**src/rtl/diag_pkg.sv**
```systemverilog
package diag_pkg;

    localparam int DEF_PLUGS  = 6;
    localparam int DEF_EDGES  = 32;
    localparam int DEF_DELAY  = 4;

    typedef enum logic [1:0] {
        SLOT_START,
        SLOT_DATA,
        SLOT_END,
        SLOT_IDLE
    } slot_e;

    typedef struct packed {
        logic valid;
        logic level;
    } bit_tok_t;

    // Maps an edge index to the frame slot it drives.
    function automatic slot_e slot_of(input int unsigned idx, input int unsigned data_bits);
        if (idx == 0)
            return SLOT_START;
        if (idx <= data_bits)
            return SLOT_DATA;
        if (idx == data_bits + 1)
            return SLOT_END;
        return SLOT_IDLE;
    endfunction

endpackage

```
**src/rtl/diag_fault_compose.sv**
```systemverilog
module diag_fault_compose
    import diag_pkg::*;
#(
    parameter int NUM_PLUGS = DEF_PLUGS,
    localparam int WORD_W   = NUM_PLUGS + 2
) (
    input  logic                 clk,
    input  logic                 rst,
    input  logic [NUM_PLUGS-1:0] ol_flag,
    input  logic [NUM_PLUGS-1:0] oc_flag,
    input  logic                 module_fail,
    input  logic                 bat_uv,
    output logic [WORD_W-1:0]    word
);

    logic [NUM_PLUGS-1:0] oc_sticky;
    logic                 oc_any;

    always_ff @(posedge clk) begin
        if (rst)
            oc_sticky <= '0;
        else
            oc_sticky <= oc_sticky | oc_flag;
    end

    always_comb begin
        oc_any = |oc_sticky;
        word[WORD_W-1] = module_fail | bat_uv;
        if (oc_any) begin
            word[WORD_W-2]      = 1'b1;
            word[NUM_PLUGS-1:0] = oc_sticky;
        end else begin
            word[WORD_W-2]      = bat_uv;
            word[NUM_PLUGS-1:0] = bat_uv ? '0 : ol_flag;
        end
    end

    assert_oc_hold_R9: assert property (@(posedge clk) disable iff (rst)
        (|oc_sticky) |=> ((oc_sticky & $past(oc_sticky)) == $past(oc_sticky)));

    assert_oc_view_R9: assert property (@(posedge clk) disable iff (rst)
        (|oc_sticky) |-> (word[WORD_W-2] && (word[NUM_PLUGS-1:0] == oc_sticky)));

    assert_uv_view_R10: assert property (@(posedge clk) disable iff (rst)
        (bat_uv && !(|oc_sticky)) |-> (word[WORD_W-1:WORD_W-2] == 2'b11 && word[NUM_PLUGS-1:0] == '0));

endmodule

```
**src/rtl/diag_frame_seq.sv**
```systemverilog
module diag_frame_seq
    import diag_pkg::*;
#(
    parameter int NUM_PLUGS = DEF_PLUGS,
    parameter int EDGES     = DEF_EDGES,
    localparam int WORD_W   = NUM_PLUGS + 2,
    localparam int IDX_W    = $clog2(EDGES),
    localparam int POS_W    = $clog2(WORD_W)
) (
    input  logic              clk,
    input  logic              rst,
    input  logic              stb,
    input  logic [WORD_W-1:0] word_in,
    output bit_tok_t          tok
);

    logic [IDX_W-1:0]  idx;
    logic [IDX_W-1:0]  idx_m1;
    logic [POS_W-1:0]  pos;
    logic [WORD_W-1:0] fail_reg;
    logic              armed;
    logic              busy;
    logic              wr_en;
    logic              lvl;
    slot_e             slot;

    always_comb begin
        slot   = slot_of(int'(idx), WORD_W);
        busy   = (slot == SLOT_DATA) || (slot == SLOT_END);
        wr_en  = armed && !busy;
        idx_m1 = idx - 1'b1;
        pos    = idx_m1[POS_W-1:0];
        case (slot)
            SLOT_START: lvl = 1'b0;
            SLOT_DATA:  lvl = fail_reg[pos];
            default:    lvl = 1'b1;
        endcase
    end

    always_ff @(posedge clk) begin
        if (rst) begin
            idx      <= '0;
            armed    <= 1'b0;
            fail_reg <= '0;
            tok      <= '0;
        end else begin
            tok.valid <= stb;
            if (stb) begin
                tok.level <= lvl;
                idx       <= (idx == IDX_W'(EDGES - 1)) ? '0 : idx + 1'b1;
                if (slot == SLOT_END)
                    armed <= 1'b1;
            end
            if (wr_en)
                fail_reg <= word_in;
        end
    end

    assert_start_low_R2: assert property (@(posedge clk) disable iff (rst)
        (stb && slot == SLOT_START) |=> (tok.valid && !tok.level));

    assert_idx_wrap_R4: assert property (@(posedge clk) disable iff (rst)
        (stb && idx == IDX_W'(EDGES - 1)) |=> (idx == '0));

    assert_clear_first_R6: assert property (@(posedge clk) disable iff (rst)
        !armed |-> (fail_reg == '0));

    assert_frozen_R7: assert property (@(posedge clk) disable iff (rst)
        busy |=> $stable(fail_reg));

endmodule

```
**src/rtl/diag_out_delay.sv**
```systemverilog
module diag_out_delay
    import diag_pkg::*;
#(
    parameter int DELAY = DEF_DELAY
) (
    input  logic     clk,
    input  logic     rst,
    input  bit_tok_t tok_in,
    output logic     line
);

    generate
        if (DELAY > 1) begin : g_pipe
            bit_tok_t pipe [DELAY-1];

            always_ff @(posedge clk) begin
                if (rst) begin
                    for (int i = 0; i < DELAY - 1; i++)
                        pipe[i] <= '0;
                    line <= 1'b1;
                end else begin
                    pipe[0] <= tok_in;
                    for (int i = 1; i < DELAY - 1; i++)
                        pipe[i] <= pipe[i-1];
                    if (pipe[DELAY-2].valid)
                        line <= pipe[DELAY-2].level;
                end
            end

            assert_hold_R5: assert property (@(posedge clk) disable iff (rst)
                !pipe[DELAY-2].valid |=> $stable(line));
        end else begin : g_direct
            always_ff @(posedge clk) begin
                if (rst)
                    line <= 1'b1;
                else if (tok_in.valid)
                    line <= tok_in.level;
            end

            assert_hold_R5: assert property (@(posedge clk) disable iff (rst)
                !tok_in.valid |=> $stable(line));
        end
    endgenerate

endmodule

```
**src/rtl/diag_frame_tx.sv**
```systemverilog
module diag_frame_tx
    import diag_pkg::*;
#(
    parameter int NUM_PLUGS       = DEF_PLUGS,
    parameter int EDGES_PER_FRAME = DEF_EDGES,
    parameter int OUT_DELAY       = DEF_DELAY
) (
    input  logic                 clk,
    input  logic                 rst,
    input  logic                 edge_stb,
    input  logic [NUM_PLUGS-1:0] ol_flag,
    input  logic [NUM_PLUGS-1:0] oc_flag,
    input  logic                 module_fail,
    input  logic                 bat_uv,
    output logic                 diag_line
);

    localparam int WORD_W = NUM_PLUGS + 2;

    logic [WORD_W-1:0] word;
    bit_tok_t          tok;

    diag_fault_compose #(.NUM_PLUGS(NUM_PLUGS)) i_compose (
        .clk         (clk),
        .rst         (rst),
        .ol_flag     (ol_flag),
        .oc_flag     (oc_flag),
        .module_fail (module_fail),
        .bat_uv      (bat_uv),
        .word        (word)
    );

    diag_frame_seq #(.NUM_PLUGS(NUM_PLUGS), .EDGES(EDGES_PER_FRAME)) i_seq (
        .clk     (clk),
        .rst     (rst),
        .stb     (edge_stb),
        .word_in (word),
        .tok     (tok)
    );

    diag_out_delay #(.DELAY(OUT_DELAY)) i_delay (
        .clk    (clk),
        .rst    (rst),
        .tok_in (tok),
        .line   (diag_line)
    );

    assert_idle_release_R1: assert property (@(posedge clk) disable iff (rst)
        $past(rst) |-> diag_line);

endmodule

```
**config.mk**
```make
export PLATFORM = sky130hd
export DESIGN_NAME = diag_frame_tx
export DESIGN_NICKNAME = d
export VERILOG_FILES = /design/src/rtl/diag_pkg.sv /design/src/rtl/diag_fault_compose.sv /design/src/rtl/diag_frame_seq.sv /design/src/rtl/diag_out_delay.sv /design/src/rtl/diag_frame_tx.sv
export SDC_FILE = /design/constraint.sdc
export NUM_CORES = 1
export LEC_CHECK = 0
export BUFFER_PORTS_ARGS = -buffer_cell sky130_fd_sc_hd__buf_4
export CORE_UTILIZATION = 54
export DETAILED_ROUTE_END_ITERATION = 16
export PLACE_DENSITY = 0.76
export SETUP_SLACK_MARGIN = 0.5
export SYNTH_ARGS = -nofsm -noshare
export SYNTH_HDL_FRONTEND = slang
export SYNTH_SLANG_ARGS = --single-unit
```
**constraint.sdc**
```tcl
create_clock -name clk -period 3.1 [get_ports clk]
set_clock_uncertainty 0.1 [all_clocks]
set_input_delay 0.155 -clock clk [delete_from_list [all_inputs] [get_ports clk]]
set_output_delay 0.155 -clock clk [all_outputs]
set_load 0.01 [all_outputs]
```
==> impl_metrics.tcl, run 1 <==
set metrics [dict create \
    grt_overflow 0 \
    synth.avg_cell_area_um2 9.27 \
    reg2reg_to "i_seq.fail_reg[2]" \
    h-tree-depth 2 \
    fp.dieW_um 50.1 \
    numCtsBuffers 5 \
    clockRootBuffer "clkbuf_4" \
    fin_nets 185 \
    r2r_cells 9 \
    cts.sinks 29 \
    crit_chain "inv_1, ha_1, nand3b_1, a211oi_1, ha_1, nor2b_1, buf_4, nand4_1, a31oi_1" \
    io_buffer_count 17 \
    num_io_pins 18 \
    worst_path_most_repeated_cell "ha_1" \
    vdd_drop_max_mv 0.377 \
    drt-initial-drc-count 28 \
    status "completed" \
    clk_pin_slew_ns 0.08 \
    required_ns 3.25 \
    pre_cts_slack_ns 0.620 \
    cts_tree "built" \
    drc 0 \
    worst_pin_slew_ns 0.695 \
    worst_slack_ns 0.710 \
    grt_start_max_net_pins 29 \
    dpl.hpwl_um 1630 \
    setup_viol 0 \
    fmax_mhz 418 \
    reg2reg_from "i_seq.idx[0]" \
    largest_reg_flops 8 \
    ys_seq_area_frac 0.464 \
    path_delay_family "adder cells" \
    crit_slowest_cell "dfxtp_2" \
    avgViaCountPerCell 5.52 \
    die_height_um 50.1 \
    min-delay-start "ol_flag[0]" \
    antenna_found_initial 0 \
    core_mm2 0.00219 \
    die-area_mm2 0.00251 \
    crit_type "register to register" \
    worst-path-buf-inv 2 \
    slowest_delay_ns 0.43 \
    hold_path_end "i_seq.fail_reg[0]" \
    rows 17 \
    period_needed_ns 2.39 \
    r2r_setup_slack_ns 0.71 \
    syn2layout_area_growth_pct 20.0 \
    netlist_area_mm2 0.00125 \
    cap_violations 0 \
    ant_nets 0 \
    vias 1038 \
    worstHoldPathType "input port to register" \
    whs_path_depth 3 \
    diodes 0 \
    yosysUniqueCellTypes 30 \
    worstSetupEndpointType "register" \
    first_pass_iters 4 \
    grt.total_usage 0.229 \
    critical_path_arrival_ns 2.54 \
    hold_viol 0 \
    slew-limit-headroom 0.533 \
    cp_max_fo 15 \
    p_leak_nw 0.626 \
    post_cts_buffers 0 \
    finalWirelength_um 2470 \
    insertion_delay_ns 0.32 \
    start_util 0.571 \
    period_share 0.771 \
    gp_congestion 0.813 \
    numPlacedInstances 174 \
    syn_inst 135 \
    setup_tns_ns 0 \
    stdcell_count 188 \
    slew_violations 0 \
    crit_start "i_seq.idx[0]" \
    yosysWarnings 0 \
    grt_setup_unrepaired "no" \
    ys_ff_latch 29 \
    grt_pass1_vias 948 \
    drive_above_1_share 0.169 \
    powerDensity_mw_per_mm2 442 \
    wl_per_cell_um 13.2 \
    grt_pass1_wl_um 4060 \
    synth_fp_nets 159 \
    clockBufferDepth 2 \
    start_kind "register" \
]
## cells by family (layout without fill, tap and decap cells)
family          after synthesis  after routing  share of synthesized area
compound gates               20             20                     0.0930
xor+xnor                      1              1                    0.00700
fa+ha+maj                     7              7                     0.0700
buf+inv                      13             38                     0.0530
flops                        29             29                      0.464
mux                           6              6                     0.0740
simple gates                 59             59                      0.239
## through the flow
stage	total power, mW	cell area [um^2]	utilization	hold slack (ns)
finish	0.664	1500	0.685	0.0155
global route	0.690	1500	0.685	0.00299
CTS	0.670	1500	0.685	0.00132
detailed placement	0.466	1380	0.629	0.265
global placement	0.463	1380	0.629	0.260
floorplan	0.444	1250	-	0.171
## area by class of cell
type	count	area (um^2)
flip-flops and latches	29	582
well taps	28	35.0
inverters	6	22.5
clock inverters	1	5.00
repair buffers	26	215
multi-input cells	93	604
fillers	168	689
clock buffers	5	37.5
## cells in the final DEF, fill, tap and decap left out
master and count:
a211oi_1 1, a21oi_1 6, a31oi_1 8, and3_1 1, buf_4 18, clkbuf_4 5
clkinv_2 1, dfxtp_1 28, dfxtp_2 1, dlygate4sd3_1 8, ha_1 7, inv_1 5
inv_2 1, mux2i_1 4, mux4_1 2, nand2_1 13, nand2b_1 3, nand3_1 1
nand3b_1 1, nand4_1 6, nor2_1 19, nor2b_1 7, nor3_1 3, nor3b_1 2
nor4_2 1, nor4bb_1 1, o211ai_1 1, o21ai_0 3, o22ai_1 1, or4_1 1
xor2_1 1
## timing repair
item | CTS | global route
hold endpoints to repair | 8 | 0
endpoints found under the setup margin | 0 | 3
hold buffers | 8 | 0
gates resized for setup | 0 | 1
## worst min-delay path, delay by kind of cell
family | cells | cell delay, ns
buffers and inverters | 1 | 0.11
AOI/OAI and AO/OA | 1 | 0.07
and+or+nand+nor | 1 | 0.06
## layer usage
| layer | global-route usage | vias up | wire, um |
|---|---|---|---|
| met5 | 0 | - | 0 |
| met3 | 0.100 | 8 | 123 |
| met4 | 0.114 | 0 | 46 |
| li1 | - | 518 | - |
| met2 | 0.389 | 31 | 1240 |
| met1 | 0.237 | 481 | 1060 |
## power breakdown
group	total, mW	switching, mW	internal [mW]
clock network	0.197	0.119	0.0784
logic	0.0730	0.0335	0.0394
registers	0.394	0.0102	0.384
## worst max path at each step
stage	slack, ns	end	cells past startpoint
2_1_floorplan	0.72	i_seq.fail_reg[4]	10
3_3_place_gp	0.75	i_seq.fail_reg[3]	9
3_5_place_dp	0.62	i_seq.fail_reg[2]	9
4_1_cts	0.60	i_seq.fail_reg[2]	9
5_1_grt	0.55	i_seq.fail_reg[2]	9
6_report	0.71	i_seq.fail_reg[2]	9
## cells in the mapped netlist
cell type	instances	share of area
nor4_2	1	0.010
xor2_1	1	0.0070
clkbuf_1	1	0.0030
mux2i_1	4	0.032
buf_6	2	0.018
o211ai_1	1	0.0060
nor3_1	3	0.012
nand2b_1	3	0.015
dfxtp_1	29	0.46
a21oi_1	6	0.024
ha_1	7	0.070
mux4_1	2	0.042
a211oi_1	1	0.0060
nand4_1	6	0.030
nor2b_1	7	0.035
nor2_1	19	0.057
or4_1	1	0.0060
a31oi_1	8	0.040
o21ai_0	3	0.012
nand3_1	1	0.0040
nor3b_1	2	0.012
inv_1	5	0.015
buf_1	2	0.0060
nor4bb_1	1	0.0080
inv_2	1	0.0030
nand2_1	13	0.039
and3_1	1	0.0050
nand3b_1	1	0.0060
buf_2	2	0.0080
o22ai_1	1	0.0050
Note: power is estimated with default switching activity, not from simulation.
==> run 2, diff against run 1 <==
- clock period: 3.1 -> 2.2 ns (I/O delays scaled with it)
==> run 2 against run 1 <==
Design area rose by 19%. Critical path depth is 1 higher. Worst setup slack got worse by 0.62 ns. Clock power up 130%. Flip-flop and latch count is the same. Non-clock buffer count rose by 16. Power increased by 76%. Routed wire length grew 23%. First-iteration DRC count increased by 32%. Sequential share of layout area fell by 6.1 points. Utilization rose by 13 points. Critical path type unchanged. Largest cell class unchanged. Highest routed layer unchanged.
==> impl_metrics.tcl, run 2 (synthesized netlist as in run 1, its figures left out) <==
set metrics [dict create \
    fp.dieW_um 50.1 \
    fmax_mhz 474 \
    final_cell_mix "dfxtp_1, buf_4, nor2_1" \
    p_int_mw 0.903 \
    start_kind "register" \
    final_area_mm2 0.00179 \
    drt-initial-drc-count 37 \
    clockRootBuffer "clkbuf_4" \
    ant_nets 0 \
    drc 0 \
    combPwrFrac 0.134 \
    dpl.hpwl_um 1590 \
    worstHoldPathType "input port to register" \
    grt_pass1_wl_um 4760 \
    die_height_um 50.1 \
    worstSetupEndpointType "register" \
    die-area_mm2 0.00251 \
    grt_start_max_net_pins 29 \
    wl_per_cell_um 14.8 \
    period_share 0.959 \
    p_leak_nw 0.733 \
    final_common_cell "dfxtp_1" \
    clockBufferDepth 2 \
    gp_congestion 0.792 \
    grt_overflow 0 \
    grt.total_usage 0.259 \
    required_ns 2.36 \
    numPlacedInstances 175 \
    cts_tree "built" \
    status "completed" \
    first_pass_iters 5 \
    finalWirelength_um 3040 \
    num_io_pins 18 \
    crit_type "register to register" \
    diodes 0 \
    critical_path_arrival_ns 2.27 \
    powerDensity_mw_per_mm2 653 \
    fin_nets 201 \
    grt_setup_unrepaired "yes" \
    worst_pin_slew_ns 0.741 \
    dpl_cell_area_mm2 0.00142 \
    rows 17 \
    clk_pin_slew_ns 0.09 \
    swShare 0.228 \
    stdcell_count 206 \
    power_frac_clock 0.392 \
    period_needed_ns 2.11 \
    vias 1154 \
    p_seq_frac 0.473 \
    p_sw_mw 0.267 \
    insertion_delay_ns 0.34 \
    vdd_drop_max_mv 0.448 \
    largest_reg_flops 8 \
    cap_violations 0 \
    numCtsBuffers 5 \
    slew_violations 0 \
    setup_viol 0 \
    grt_pass1_vias 1113 \
    syn2layout_area_growth_pct 43.3 \
    avgViaCountPerCell 5.60 \
    antenna_found_initial 0 \
    cp_max_fo 8 \
    finalPower_mw 1.17 \
    core_mm2 0.00219 \
    start_util 0.571 \
    hold_viol 0 \
    h-tree-depth 2 \
    slew-limit-headroom 0.502 \
    io_buffer_count 17 \
    cts.sinks 29 \
    drive_above_1_share 0.303 \
]
-- run 2: area by class of cell --
class	instances	area, um^2
Clock buffer	7	55.1
Clock inverter	1	30.0
Fill cell	112	398
Inverter	6	22.5
Multi-Input combinational cell	93	683
Sequential cell	29	586
Tap cell	28	35.0
Timing Repair Buffer	42	382
-- run 2: metal layers --
metal / up-vias / track usage / routed length, um
li1: 558 / - / -
met1: 544 / 0.292 / 1270
met2: 42 / 0.436 / 1550
met3: 10 / 0.0758 / 144
met4: 0 / 0.138 / 74
met5: - / 0 / 0
-- run 2: worst paths after layout --
check	startpoint	endpoint	slack [ns]	depth (start not counted)
setup / recovery	i_seq.idx[0]	i_seq.fail_reg[5]	0.09	10
hold / removal	rst	i_seq.idx[2]	0.03	2
setup reg to reg	i_seq.idx[0]	i_seq.fail_reg[5]	0.09	10
hold reg to reg	i_delay.g_pipe.pipe[0][3]	i_delay.g_pipe.pipe[0][5]	0.34	1
-- run 2: power groups by stage --
stage	logic [mW]	clock network, mW	registers (mW)
after CTS	0.145	0.463	0.552
after global routing	0.171	0.485	0.556
after global placement	0.104	0	0.566
final	0.157	0.459	0.554
after detailed placement	0.107	0	0.566
after floorplan	0.0727	0	0.562
-- run 2: repair_timing --
action                                  CTS  global route
endpoints found under the setup margin   11            13
gates resized for setup                   8             8
pin swaps                                10             8
hold endpoints to repair                 14             0
setup buffers                             6             2
hold buffers                             15             0
-- run 2: stage by stage --
| stage | hold WS (ns) | setup TNS, ns | utilization | setup WS, ns |
|---|---|---|---|---|
| after floorplan | 0.126 | 0 | - | 0.127 |
| after global placement | 0.213 | 0 | 0.648 | 0.101 |
| after detailed placement | 0.226 | -0.00508 | 0.648 | -0.00404 |
| after CTS | 0.0171 | 0 | 0.787 | 0.257 |
| after global routing | 0.0461 | -0.00369 | 0.818 | -0.00369 |
| final | 0.0276 | 0 | 0.818 | 0.0911 |
-- run 2: worst max-delay path: stages (launching register included) --
cell and delay (ns):
dfxtp_4 0.38, inv_2 0.04, ha_4 0.15, nand3b_1 0.17
a211oi_2 0.22, ha_1 0.30, nor2b_4 0.14, buf_12 0.12
buf_12 0.11, nand4_1 0.11, a31oi_1 0.19
